`src/rtl/aclink_rx_pkg.sv`:
```
package aclink_rx_pkg;

    localparam int TAG_W      = 16;   // header slot length
    localparam int SLOT_W     = 20;   // payload slot length
    localparam int LAST_SLOT  = 12;   // number of payload slots
    localparam int ADDR_W     = 7;
    localparam int DATA_W     = 16;
    localparam int DAC_W      = 18;
    localparam int ID_W       = 2;
    localparam int SLOT_IDX_W = $clog2(LAST_SLOT + 1);

    localparam logic [TAG_W-1:0] EXT_ID_BASE = 16'h0201;

    typedef logic [ID_W-1:0]       codec_id_t;
    typedef logic [SLOT_IDX_W-1:0] slot_idx_t;

    typedef struct packed {
        logic              rd;
        logic              wr;
        logic [ADDR_W-1:0] addr;
        logic [DATA_W-1:0] wdata;
    } cmd_t;

    // payload slot feeding the left converter for a given identity
    function automatic slot_idx_t left_slot_of(codec_id_t id);
        case (id)
            2'b10:   return slot_idx_t'(7);
            2'b11:   return slot_idx_t'(6);
            default: return slot_idx_t'(3);
        endcase
    endfunction

    // payload slot feeding the right converter for a given identity
    function automatic slot_idx_t right_slot_of(codec_id_t id);
        case (id)
            2'b10:   return slot_idx_t'(8);
            2'b11:   return slot_idx_t'(9);
            default: return slot_idx_t'(4);
        endcase
    endfunction

    // header validity flag of slot n sits at bit (TAG_W-1-n)
    function automatic logic slot_flag(logic [TAG_W-1:0] tag, slot_idx_t n);
        logic [TAG_W-1:0] t;
        t = tag << n;
        return t[TAG_W-1];
    endfunction

endpackage

```
`src/rtl/rx_frame_timer.sv`:
```
module rx_frame_timer #(
    parameter  int HEAD_LEN = 16,
    parameter  int SLOT_LEN = 20,
    parameter  int LAST     = 12,
    localparam int PW       = $clog2(SLOT_LEN),
    localparam int IW       = $clog2(LAST + 1)
) (
    input  logic          bit_clk,
    input  logic          rst_n,
    input  logic          sync,
    output logic [IW-1:0] slot_idx,
    output logic          slot_done,
    output logic          frame_done
);

    typedef struct packed {
        logic          sync_prev;
        logic          locked;
        logic [IW-1:0] slot;
        logic [PW-1:0] pos;
    } tstate_t;

    tstate_t       q, d;
    logic          rise;
    logic          live;
    logic [PW-1:0] pos_now;
    logic [PW-1:0] pos_end;

    always_comb begin
        rise       = sync & ~q.sync_prev;
        live       = q.locked | rise;
        slot_idx   = rise ? '0 : q.slot;
        pos_now    = rise ? '0 : q.pos;
        pos_end    = (slot_idx == '0) ? PW'(HEAD_LEN - 1) : PW'(SLOT_LEN - 1);
        slot_done  = (pos_now == pos_end);
        frame_done = slot_done & live & (slot_idx == IW'(LAST));

        d           = q;
        d.sync_prev = sync;
        d.locked    = live;
        if (slot_done) begin
            d.pos  = '0;
            d.slot = (slot_idx == IW'(LAST)) ? '0 : slot_idx + 1'b1;
        end else begin
            d.pos  = pos_now + 1'b1;
            d.slot = slot_idx;
        end
    end

    always_ff @(negedge bit_clk or negedge rst_n) begin
        if (!rst_n) q <= '0;
        else        q <= d;
    end

endmodule

```
`src/rtl/rx_slot_store.sv`:
```
module rx_slot_store #(
    parameter int HEAD_LEN = 16,
    parameter int SLOT_LEN = 20,
    parameter int IW       = 4,
    parameter int CMD_W    = 8,
    parameter int DATA_W   = 16,
    parameter int DAC_W    = 18
) (
    input  logic                bit_clk,
    input  logic                rst_n,
    input  logic                ser_in,
    input  logic [IW-1:0]       slot_idx,
    input  logic                slot_done,
    input  logic [IW-1:0]       left_sel,
    input  logic [IW-1:0]       right_sel,
    output logic [HEAD_LEN-1:0] tag,
    output logic [CMD_W-1:0]    cmd_hi,
    output logic [DATA_W-1:0]   data_word,
    output logic [DAC_W-1:0]    left_word,
    output logic [DAC_W-1:0]    right_word
);

    typedef struct packed {
        logic [SLOT_LEN-2:0] sh;
        logic [HEAD_LEN-1:0] tag;
        logic [CMD_W-1:0]    cmd;
        logic [DATA_W-1:0]   data;
        logic [DAC_W-1:0]    left;
        logic [DAC_W-1:0]    right;
    } sstate_t;

    sstate_t             q, d;
    logic [SLOT_LEN-1:0] word;

    always_comb begin
        word = {q.sh, ser_in};
        d    = q;
        d.sh = word[SLOT_LEN-2:0];
        if (slot_done) begin
            if (slot_idx == IW'(0)) d.tag  = word[HEAD_LEN-1:0];
            if (slot_idx == IW'(1)) d.cmd  = word[SLOT_LEN-1 -: CMD_W];
            if (slot_idx == IW'(2)) d.data = word[SLOT_LEN-1 -: DATA_W];
            if (slot_idx == left_sel)  d.left  = word[SLOT_LEN-1 -: DAC_W];
            if (slot_idx == right_sel) d.right = word[SLOT_LEN-1 -: DAC_W];
        end
    end

    always_ff @(negedge bit_clk or negedge rst_n) begin
        if (!rst_n) q <= '0;
        else        q <= d;
    end

    assign tag        = q.tag;
    assign cmd_hi     = q.cmd;
    assign data_word  = q.data;
    assign left_word  = q.left;
    assign right_word = q.right;

endmodule

```
`src/rtl/rx_cmd_decode.sv`:
```
module rx_cmd_decode #(
    parameter int TAG_W  = 16,
    parameter int ID_W   = 2,
    parameter int ADDR_W = 7,
    parameter int DATA_W = 16
) (
    input  logic [ID_W-1:0]   ident,
    input  logic [TAG_W-1:0]  tag,
    input  logic [ADDR_W:0]   cmd_hi,
    input  logic [DATA_W-1:0] data_word,
    output logic              acc_rd,
    output logic              acc_wr,
    output logic [ADDR_W-1:0] addr,
    output logic [DATA_W-1:0] wdata
);

    logic            addr_ok;
    logic            data_ok;
    logic [ID_W-1:0] target;

    always_comb begin
        target = tag[ID_W-1:0];
        if (ident == '0) begin
            // primary: header flags qualify the command, target field must be clear
            addr_ok = tag[TAG_W-2] & (target == '0);
            data_ok = tag[TAG_W-3];
        end else begin
            // secondary: identity match qualifies both slots
            addr_ok = (target == ident);
            data_ok = addr_ok;
        end
        acc_rd = addr_ok &  cmd_hi[ADDR_W];
        acc_wr = addr_ok & ~cmd_hi[ADDR_W] & data_ok;
        addr   = cmd_hi[ADDR_W-1:0];
        wdata  = data_word;
    end

endmodule

```
`src/rtl/aclink_rx_decoder.sv`:
```
module aclink_rx_decoder
    import aclink_rx_pkg::*;
(
    input  logic              bit_clk,
    input  logic              rst_n,
    input  logic              sync,
    input  logic              ser_in,
    input  logic [ID_W-1:0]   ident_pin_n,
    output logic              cmd_rd_stb,
    output logic              cmd_wr_stb,
    output logic [ADDR_W-1:0] cmd_addr,
    output logic [DATA_W-1:0] cmd_wdata,
    output logic [DAC_W-1:0]  dac_left,
    output logic [DAC_W-1:0]  dac_right,
    output logic [TAG_W-1:0]  ext_id_word
);

    typedef struct packed {
        logic              rd;
        logic              wr;
        logic [ADDR_W-1:0] addr;
        logic [DATA_W-1:0] wdata;
        logic [DAC_W-1:0]  left;
        logic [DAC_W-1:0]  right;
    } ostate_t;

    codec_id_t         ident;
    slot_idx_t         slot_idx;
    slot_idx_t         left_sel;
    slot_idx_t         right_sel;
    logic              slot_done;
    logic              frame_done;
    logic [TAG_W-1:0]  tag;
    logic [ADDR_W:0]   cmd_hi;
    logic [DATA_W-1:0] data_word;
    logic [DAC_W-1:0]  left_word;
    logic [DAC_W-1:0]  right_word;
    cmd_t              dec;
    ostate_t           q, d;

    assign ident     = ~ident_pin_n;
    assign left_sel  = left_slot_of(ident);
    assign right_sel = right_slot_of(ident);

    rx_frame_timer #(
        .HEAD_LEN (TAG_W),
        .SLOT_LEN (SLOT_W),
        .LAST     (LAST_SLOT)
    ) u_timer (
        .bit_clk    (bit_clk),
        .rst_n      (rst_n),
        .sync       (sync),
        .slot_idx   (slot_idx),
        .slot_done  (slot_done),
        .frame_done (frame_done)
    );

    rx_slot_store #(
        .HEAD_LEN (TAG_W),
        .SLOT_LEN (SLOT_W),
        .IW       (SLOT_IDX_W),
        .CMD_W    (ADDR_W + 1),
        .DATA_W   (DATA_W),
        .DAC_W    (DAC_W)
    ) u_store (
        .bit_clk    (bit_clk),
        .rst_n      (rst_n),
        .ser_in     (ser_in),
        .slot_idx   (slot_idx),
        .slot_done  (slot_done),
        .left_sel   (left_sel),
        .right_sel  (right_sel),
        .tag        (tag),
        .cmd_hi     (cmd_hi),
        .data_word  (data_word),
        .left_word  (left_word),
        .right_word (right_word)
    );

    rx_cmd_decode #(
        .TAG_W  (TAG_W),
        .ID_W   (ID_W),
        .ADDR_W (ADDR_W),
        .DATA_W (DATA_W)
    ) u_decode (
        .ident     (ident),
        .tag       (tag),
        .cmd_hi    (cmd_hi),
        .data_word (data_word),
        .acc_rd    (dec.rd),
        .acc_wr    (dec.wr),
        .addr      (dec.addr),
        .wdata     (dec.wdata)
    );

    always_comb begin
        d    = q;
        d.rd = 1'b0;
        d.wr = 1'b0;
        if (frame_done) begin
            d.rd = dec.rd;
            d.wr = dec.wr;
            if (dec.rd || dec.wr) d.addr  = dec.addr;
            if (dec.wr)           d.wdata = dec.wdata;
            if (slot_flag(tag, left_sel))  d.left  = left_word;
            if (slot_flag(tag, right_sel)) d.right = right_word;
        end
    end

    always_ff @(negedge bit_clk or negedge rst_n) begin
        if (!rst_n) q <= '0;
        else        q <= d;
    end

    assign cmd_rd_stb  = q.rd;
    assign cmd_wr_stb  = q.wr;
    assign cmd_addr    = q.addr;
    assign cmd_wdata   = q.wdata;
    assign dac_left    = q.left;
    assign dac_right   = q.right;
    assign ext_id_word = {ident, EXT_ID_BASE[TAG_W-ID_W-1:0]};

endmodule

```
`config.mk`:
```
export PLATFORM = sky130hd
export DESIGN_NAME = aclink_rx_decoder
export DESIGN_NICKNAME = d
export VERILOG_FILES = /design/src/rtl/aclink_rx_pkg.sv /design/src/rtl/rx_frame_timer.sv /design/src/rtl/rx_slot_store.sv /design/src/rtl/rx_cmd_decode.sv /design/src/rtl/aclink_rx_decoder.sv
export SDC_FILE = /design/constraint.sdc
export NUM_CORES = 1
export LEC_CHECK = 0
export CAP_MARGIN = 5
export CORE_ASPECT_RATIO = 1.25
export CORE_UTILIZATION = 40
export DETAILED_ROUTE_END_ITERATION = 12
export GPL_TIMING_DRIVEN = 1
export SLEW_MARGIN = 0
export SYNTH_ARGS = -nofsm -noshare
export SYNTH_HDL_FRONTEND = slang
export SYNTH_SLANG_ARGS = --single-unit
```
`constraint.sdc`:
```
create_clock -name bit_clk -period 9 [get_ports bit_clk]
set_input_delay 0.9 -clock bit_clk [delete_from_list [all_inputs] [get_ports bit_clk]]
set_output_delay 0.9 -clock bit_clk [all_outputs]
set_load 0.02 [all_outputs]
```
==> results_dict.tcl, run 1 <==
set metrics [dict create \
    status "completed" \
    ys_seq_area_share_pct 63.25 \
    dieArea_um2 16440 \
    cts_made_buffers 17 \
    post_cts_resized 0 \
    power.density_nw_per_um2 196.4 \
    pre_cts_ws_ns 0.1326 \
    n_antenna_cell 0 \
    vias 3429 \
    final_area_um2 7792 \
    cts_tree "yes" \
    clkSinkCount 161 \
    wl_per_cell_um 16.34 \
    synthCells 408 \
    layout-drive-gt1-share_pct 36.00 \
    finalMaxSlewViolations 0 \
    clk_pin_slew_worst_paths_ns 0.05 \
    placed_cell_area_um2 7234 \
    core_area_um2 15570 \
    setup_viol 0 \
    cp.arrival_ns 4.15 \
    yosysWarnings 0 \
    synth_flop_cell "dfrtn_1" \
    rsz0062_at_grt "false" \
    grt_overflow 0 \
    cts_root_buf "clkbuf_16" \
    hold_viol 0 \
    postRouteAntennaNets 0 \
    synth_seq_cells 161 \
    num_rows 51 \
    drtIter0Drc 183 \
    gp_congestion 0.7658 \
    grt_max_degree 97 \
    post_cts_buffers 0 \
    hp-class "reg -> reg" \
    synth-async-reset-ratio_pct 100.0 \
    required_ns 4.74 \
    pin_count 83 \
    drc 0 \
    cts_max_level 4 \
    power_leakage_nw 3.829 \
    maxCapViolCount 0 \
    start_util_pct 40.91 \
    critPathMaxFanout 18 \
    areaGrowthSynthToFinish_pct 22.33 \
    totalWireLength_um 11640 \
    fin_ws_ns 0.5887 \
    post-dp-hpwl_um 7659 \
    synth_area_um2 6370 \
    die_x_um 114.9 \
    finalSetupTns_ns 0 \
    worst_slew_pin_slew_ns 0.8494 \
    cp-start-kind "input pin" \
    relSlewSlack_pct 43.37 \
    endpoint_kind "flip-flop" \
    utilization_pct 50.05 \
    grt_pass1_wl_um 18940 \
    finClkSkew_ns 0.007951 \
    die_h_um 143.1 \
    port_buffers 68 \
    ff2ff_path_depth 9 \
    ir_drop_v 0.0001381 \
    hold_depth 0 \
    synth_edf_count 0 \
    critPathKind "in -> reg" \
    drt_first_pass_iters 4 \
    viasPerCell 4.816 \
    clock_path_buffers 2 \
    grt_usage_pct 15.48 \
    avgSynthCellArea_um2 15.61 \
    insertion_delay_ns 0.40 \
    first_global_vias 3464 \
    nets 498 \
    ctsHoldBuffers 0 \
    antenna_found_initial 0 \
    yosysUniqueCellTypes 47 \
]
## routing by layer
layer	GRT usage [%]	wire length, um	vias up
li1	-	-	1563
met1	19.83	5290	1785
met2	24.95	5832	64
met3	4.542	355	17
met4	5.332	158	0
met5	0	0	-
## power breakdown
part / switching [W] / total (W) / internal, W / leakage (nW)
sequential: 0.0000236 / 0.000778 / 0.000754 / 2.19
clock: 0.000276 / 0.000677 / 0.000401 / 0.277
combinational: 0.0000455 / 0.0000757 / 0.0000302 / 1.36
## cells in the mapped netlist, types with 2 or more instances
| master | number | area share [%] |
|---|---|---|
| and2_1 | 2 | 0.20 |
| mux2_2 | 119 | 21 |
| nand2b_1 | 4 | 0.39 |
| nor2_1 | 6 | 0.35 |
| and3_1 | 5 | 0.49 |
| mux2_4 | 9 | 2.1 |
| nand3_1 | 3 | 0.24 |
| a22oi_1 | 2 | 0.24 |
| nand2_1 | 9 | 0.53 |
| buf_2 | 4 | 0.31 |
| nand3b_1 | 3 | 0.35 |
| o21ai_0 | 7 | 0.55 |
| buf_8 | 2 | 0.47 |
| conb_1 | 2 | 0.12 |
| xor2_1 | 4 | 0.55 |
| clkbuf_1 | 7 | 0.41 |
| buf_4 | 16 | 1.9 |
| nand4_1 | 2 | 0.20 |
| nor3_1 | 2 | 0.16 |
| dfrtn_1 | 161 | 63 |
| ha_1 | 5 | 0.98 |
| buf_6 | 3 | 0.53 |
| inv_1 | 5 | 0.29 |
| o211a_1 | 2 | 0.31 |
| mux2i_1 | 2 | 0.31 |
## sequential cells by signal, summed over array words and instances, names as in the netlist
| name | flops |
|---|---|
| dac_right | 18 |
| u_store.tag | 10 |
| cmd_rd_stb | 1 |
| u_store.left_word | 18 |
| cmd_addr | 7 |
| dac_left | 18 |
| u_timer.q | 11 |
| u_store.right_word | 18 |
| u_store.cmd_hi | 8 |
| u_store.d | 18 |
| u_store.q | 1 |
| cmd_wr_stb | 1 |
| cmd_wdata | 16 |
| u_store.data_word | 16 |
## layout by cell type (no fill, tap or decap), types with 3 or more instances in the layout
master             n
and3_1             5
buf_4             11
clkbuf_1           3
clkbuf_16         17
clkbuf_8           3
clkdlybuf4s50_1   67
clkinv_2           5
conb_1            14
dfrtn_1          161
ha_1               5
inv_1              5
mux2_2           119
mux2_4             9
nand2_1            9
nand2b_1           4
nand3_1            3
nand3b_1           3
nor2_1             6
o21ai_0            7
xor2_1             4
## logic make-up after synthesis
family | share of synthesized area (%)
other | 0.1179
flip-flops | 63.25
adder cells (fa/ha/maj) | 0.9821
buffers and inverters | 3.968
multiplexers | 23.65
AO/OA/AOI/OAI | 2.809
AND/OR/NAND/NOR | 4.675
XOR/XNOR | 0.5499
## per-stage QoR
stage | total power [W] | hold WS (ns) | std cells
6_report | 0.001531 | 0.3369 | 712
3_3_place_gp | 0.0008627 | 0.3393 | 680
4_1_cts | 0.001548 | 0.3392 | 712
2_1_floorplan | 0.0008363 | 0.3086 | 420
3_5_place_dp | 0.0008673 | 0.3309 | 680
5_1_grt | 0.001593 | 0.3453 | 712
## layout make-up
cell class                      count  area, um^2
Clock buffer                       23       478.0
Clock inverter                      9       80.08
Fill cell                        1384        7777
Inverter                            6       22.52
Multi-Input combinational cell    221        2133
Sequential cell                   161        4029
Tap cell                          212       265.3
Timing Repair Buffer               80       784.5
## worst paths after layout
| path | from | end | slack (ns) |
|---|---|---|---|
| min | u_store.d[77]$_DFF_NN0_ | u_store.d[78]$_DFF_NN0_ | 0.34 |
| min reg2reg | u_store.d[77]$_DFF_NN0_ | u_store.d[78]$_DFF_NN0_ | 0.34 |
| max in group asynchronous | rst_n | u_store.d[84]$_DFF_NN0_ | 3.00 |
| max | sync | dac_right[5]$_DFFE_NN0P_ | 0.59 |
| max reg2reg | u_timer.q[10]$_DFF_NN0_ | dac_right[5]$_DFFE_NN0P_ | 5.57 |
| min in group asynchronous | rst_n | cmd_wr_stb$_DFF_NN0_ | 4.96 |
## worst max-delay path: stages
cell and delay, ns:
clkdlybuf4s50_1 0.44, nand2b_1 0.24, nand2_1 0.17, ha_1 0.28, nor3b_2 0.19, or4_4 0.46
a2111oi_4 0.56, o211a_1 0.22, buf_4 0.28, mux2_2 0.38
Power figures use the tool's default switching activity.
==> run 2, diff against run 1 <==
- GPL_ROUTABILITY_DRIVEN: not set -> 0
==> results of run 2 <==
No change in the layout: final DEF, timing and power equal those of run 1.
==> run 3, diff against run 2 <==
- CORE_UTILIZATION: 40 -> 59
- PLACE_DENSITY: not set -> 0.85
==> run 3 against run 2 <==
  * Die area shrank 32%
  * Global-route usage grew 8.8 points
  * Critical path depth unchanged
  * Critical endpoint is now dac_left[6]$_DFFE_NN0P_
  * Largest cell class unchanged
  * Cell count down 11%
  * Sequential power is essentially flat
  * Core utilization rose by 23 points
  * Combinational power is 5.3% higher
  * Design area fell by 1.0%
==> results_dict.tcl, run 3 (synthesis results as in run 1) <==
set metrics [dict create \
    start_util_pct 60.31 \
    grt_overflow 0 \
    grt_usage_pct 24.23 \
    mostFrequentLayoutCell "dfrtn_1" \
    maxCapViolCount 0 \
    placed_cell_area_um2 7149 \
    hold_depth 0 \
    num_rows 42 \
    pin_count 83 \
    worst_r2r_startpoint "u_timer.q[10]$_DFF_NN0_" \
    pre_cts_ws_ns 0.2276 \
    drtIter0Drc 180 \
    cp.arrival_ns 4.14 \
    final_area_um2 7715 \
    fillers 653 \
    core_area_um2 10560 \
    relSlewSlack_pct 38.40 \
    fin_ws_ns 0.5993 \
    n_antenna_cell 0 \
    postRouteAntennaNets 0 \
    ff2ff_path_depth 9 \
    clock_path_buffers 2 \
    drt_first_pass_iters 4 \
    cts_tree "yes" \
    status "completed" \
    endpoint_kind "flip-flop" \
    min_from "u_store.d[79]$_DFF_NN0_" \
    antenna_found_initial 0 \
    post_cts_resized 0 \
    die_x_um 94.94 \
    die_h_um 118.2 \
    finalMaxSlewViolations 0 \
    cp-start-kind "input pin" \
    insertion_delay_ns 0.39 \
    critPathKind "in -> reg" \
    wl_per_cell_um 19.36 \
    critPathMaxFanout 12 \
    cts_made_buffers 17 \
    ctsHoldBuffers 0 \
    rrSetupSlack_ns 5.64 \
    multiInputGateArea_um2 2133 \
    power_leakage_nw 3.840 \
    clk_pin_slew_worst_paths_ns 0.05 \
    setup_viol 0 \
    power.density_nw_per_um2 200.0 \
    nets 500 \
    hp-class "reg -> reg" \
    rsz0062_at_grt "false" \
    required_ns 4.74 \
    clkSinkCount 161 \
    min_to "u_store.d[80]$_DFF_NN0_" \
    grt_pass1_wl_um 19940 \
    finalSetupTns_ns 0 \
    grt_max_degree 107 \
    viasPerCell 5.618 \
    seqCellArea_um2 4029 \
    drc 0 \
    hold_viol 0 \
    ir_drop_v 0.0001445 \
    finClkSkew_ns 0.007067 \
    totalWireLength_um 12250 \
    post_cts_buffers 0 \
    dieArea_um2 11220 \
    layout-drive-gt1-share_pct 36.33 \
    final_cell_mix "dfrtn_1 (161), mux2_2 (119), clkdlybuf4s50_1 (67)" \
    post-dp-hpwl_um 7879 \
    cts_root_buf "clkbuf_16" \
    port_buffers 68 \
    first_global_vias 3791 \
    worst_slew_pin_slew_ns 0.9239 \
    vias 3556 \
    cts_max_level 4 \
    r2r-end "dac_left[6]$_DFFE_NN0P_" \
    areaGrowthSynthToFinish_pct 21.12 \
]
-- run 3: worst max-delay path by stage --
| stage | start | to | slack [ns] | cells after the start |
|---|---|---|---|---|
| floorplan | sync | dac_left[11]$_DFFE_NN0P_ | 0.76 | 11 |
| global placement | sync | dac_left[14]$_DFFE_NN0P_ | 0.41 | 10 |
| detailed placement | sync | dac_left[6]$_DFFE_NN0P_ | 0.23 | 10 |
| CTS | sync | dac_left[6]$_DFFE_NN0P_ | 0.63 | 10 |
| global route | sync | dac_left[6]$_DFFE_NN0P_ | 0.46 | 10 |
| finish | sync | dac_left[6]$_DFFE_NN0P_ | 0.60 | 10 |
-- run 3: per-layer routing --
| metal | track usage, % | up-vias | part of all wire, % |
|---|---|---|---|
| li1 | - | 1579 | - |
| met1 | 30.61 | 1802 | 41 |
| met2 | 38.35 | 132 | 50 |
| met3 | 6.435 | 43 | 4.7 |
| met4 | 12.03 | 0 | 3.8 |
| met5 | 0 | - | 0 |
-- run 3: worst max-delay path: stages --
cell and delay (ns):
clkdlybuf4s50_1 0.48, nand2b_1 0.19, nand2_1 0.18, ha_1 0.28, nor3b_2 0.19, or4_4 0.46
a2111oi_4 0.59, o211a_1 0.27, buf_4 0.23, mux2_2 0.36
-- run 3: metrics by stage --
step	total power (W)	instances	utilization, %	hold WS [ns]
after global placement	0.0008603	602	67.69	0.3373
final	0.001543	633	73.04	0.3440
after detailed placement	0.0008679	602	67.69	0.3460
after floorplan	0.0008363	420	-	0.3086
after global routing	0.001593	633	73.04	0.3581
after CTS	0.001550	633	73.04	0.3448
-- run 3: final cells by class --
class	instances	area share, %
clock buffer	23	6.325
sequential	161	52.22
timing repair buffer	82	10.36
tap	132	2.141
multi-input combinational	221	27.65
inverter	6	0.2919
clock inverter	8	1.006
-- run 3: report_power, final --
part	switching, W	internal [W]
clock	0.000275	0.000409
sequential	0.0000258	0.000754
combinational	0.0000494	0.0000303
total	0.000350	0.00119
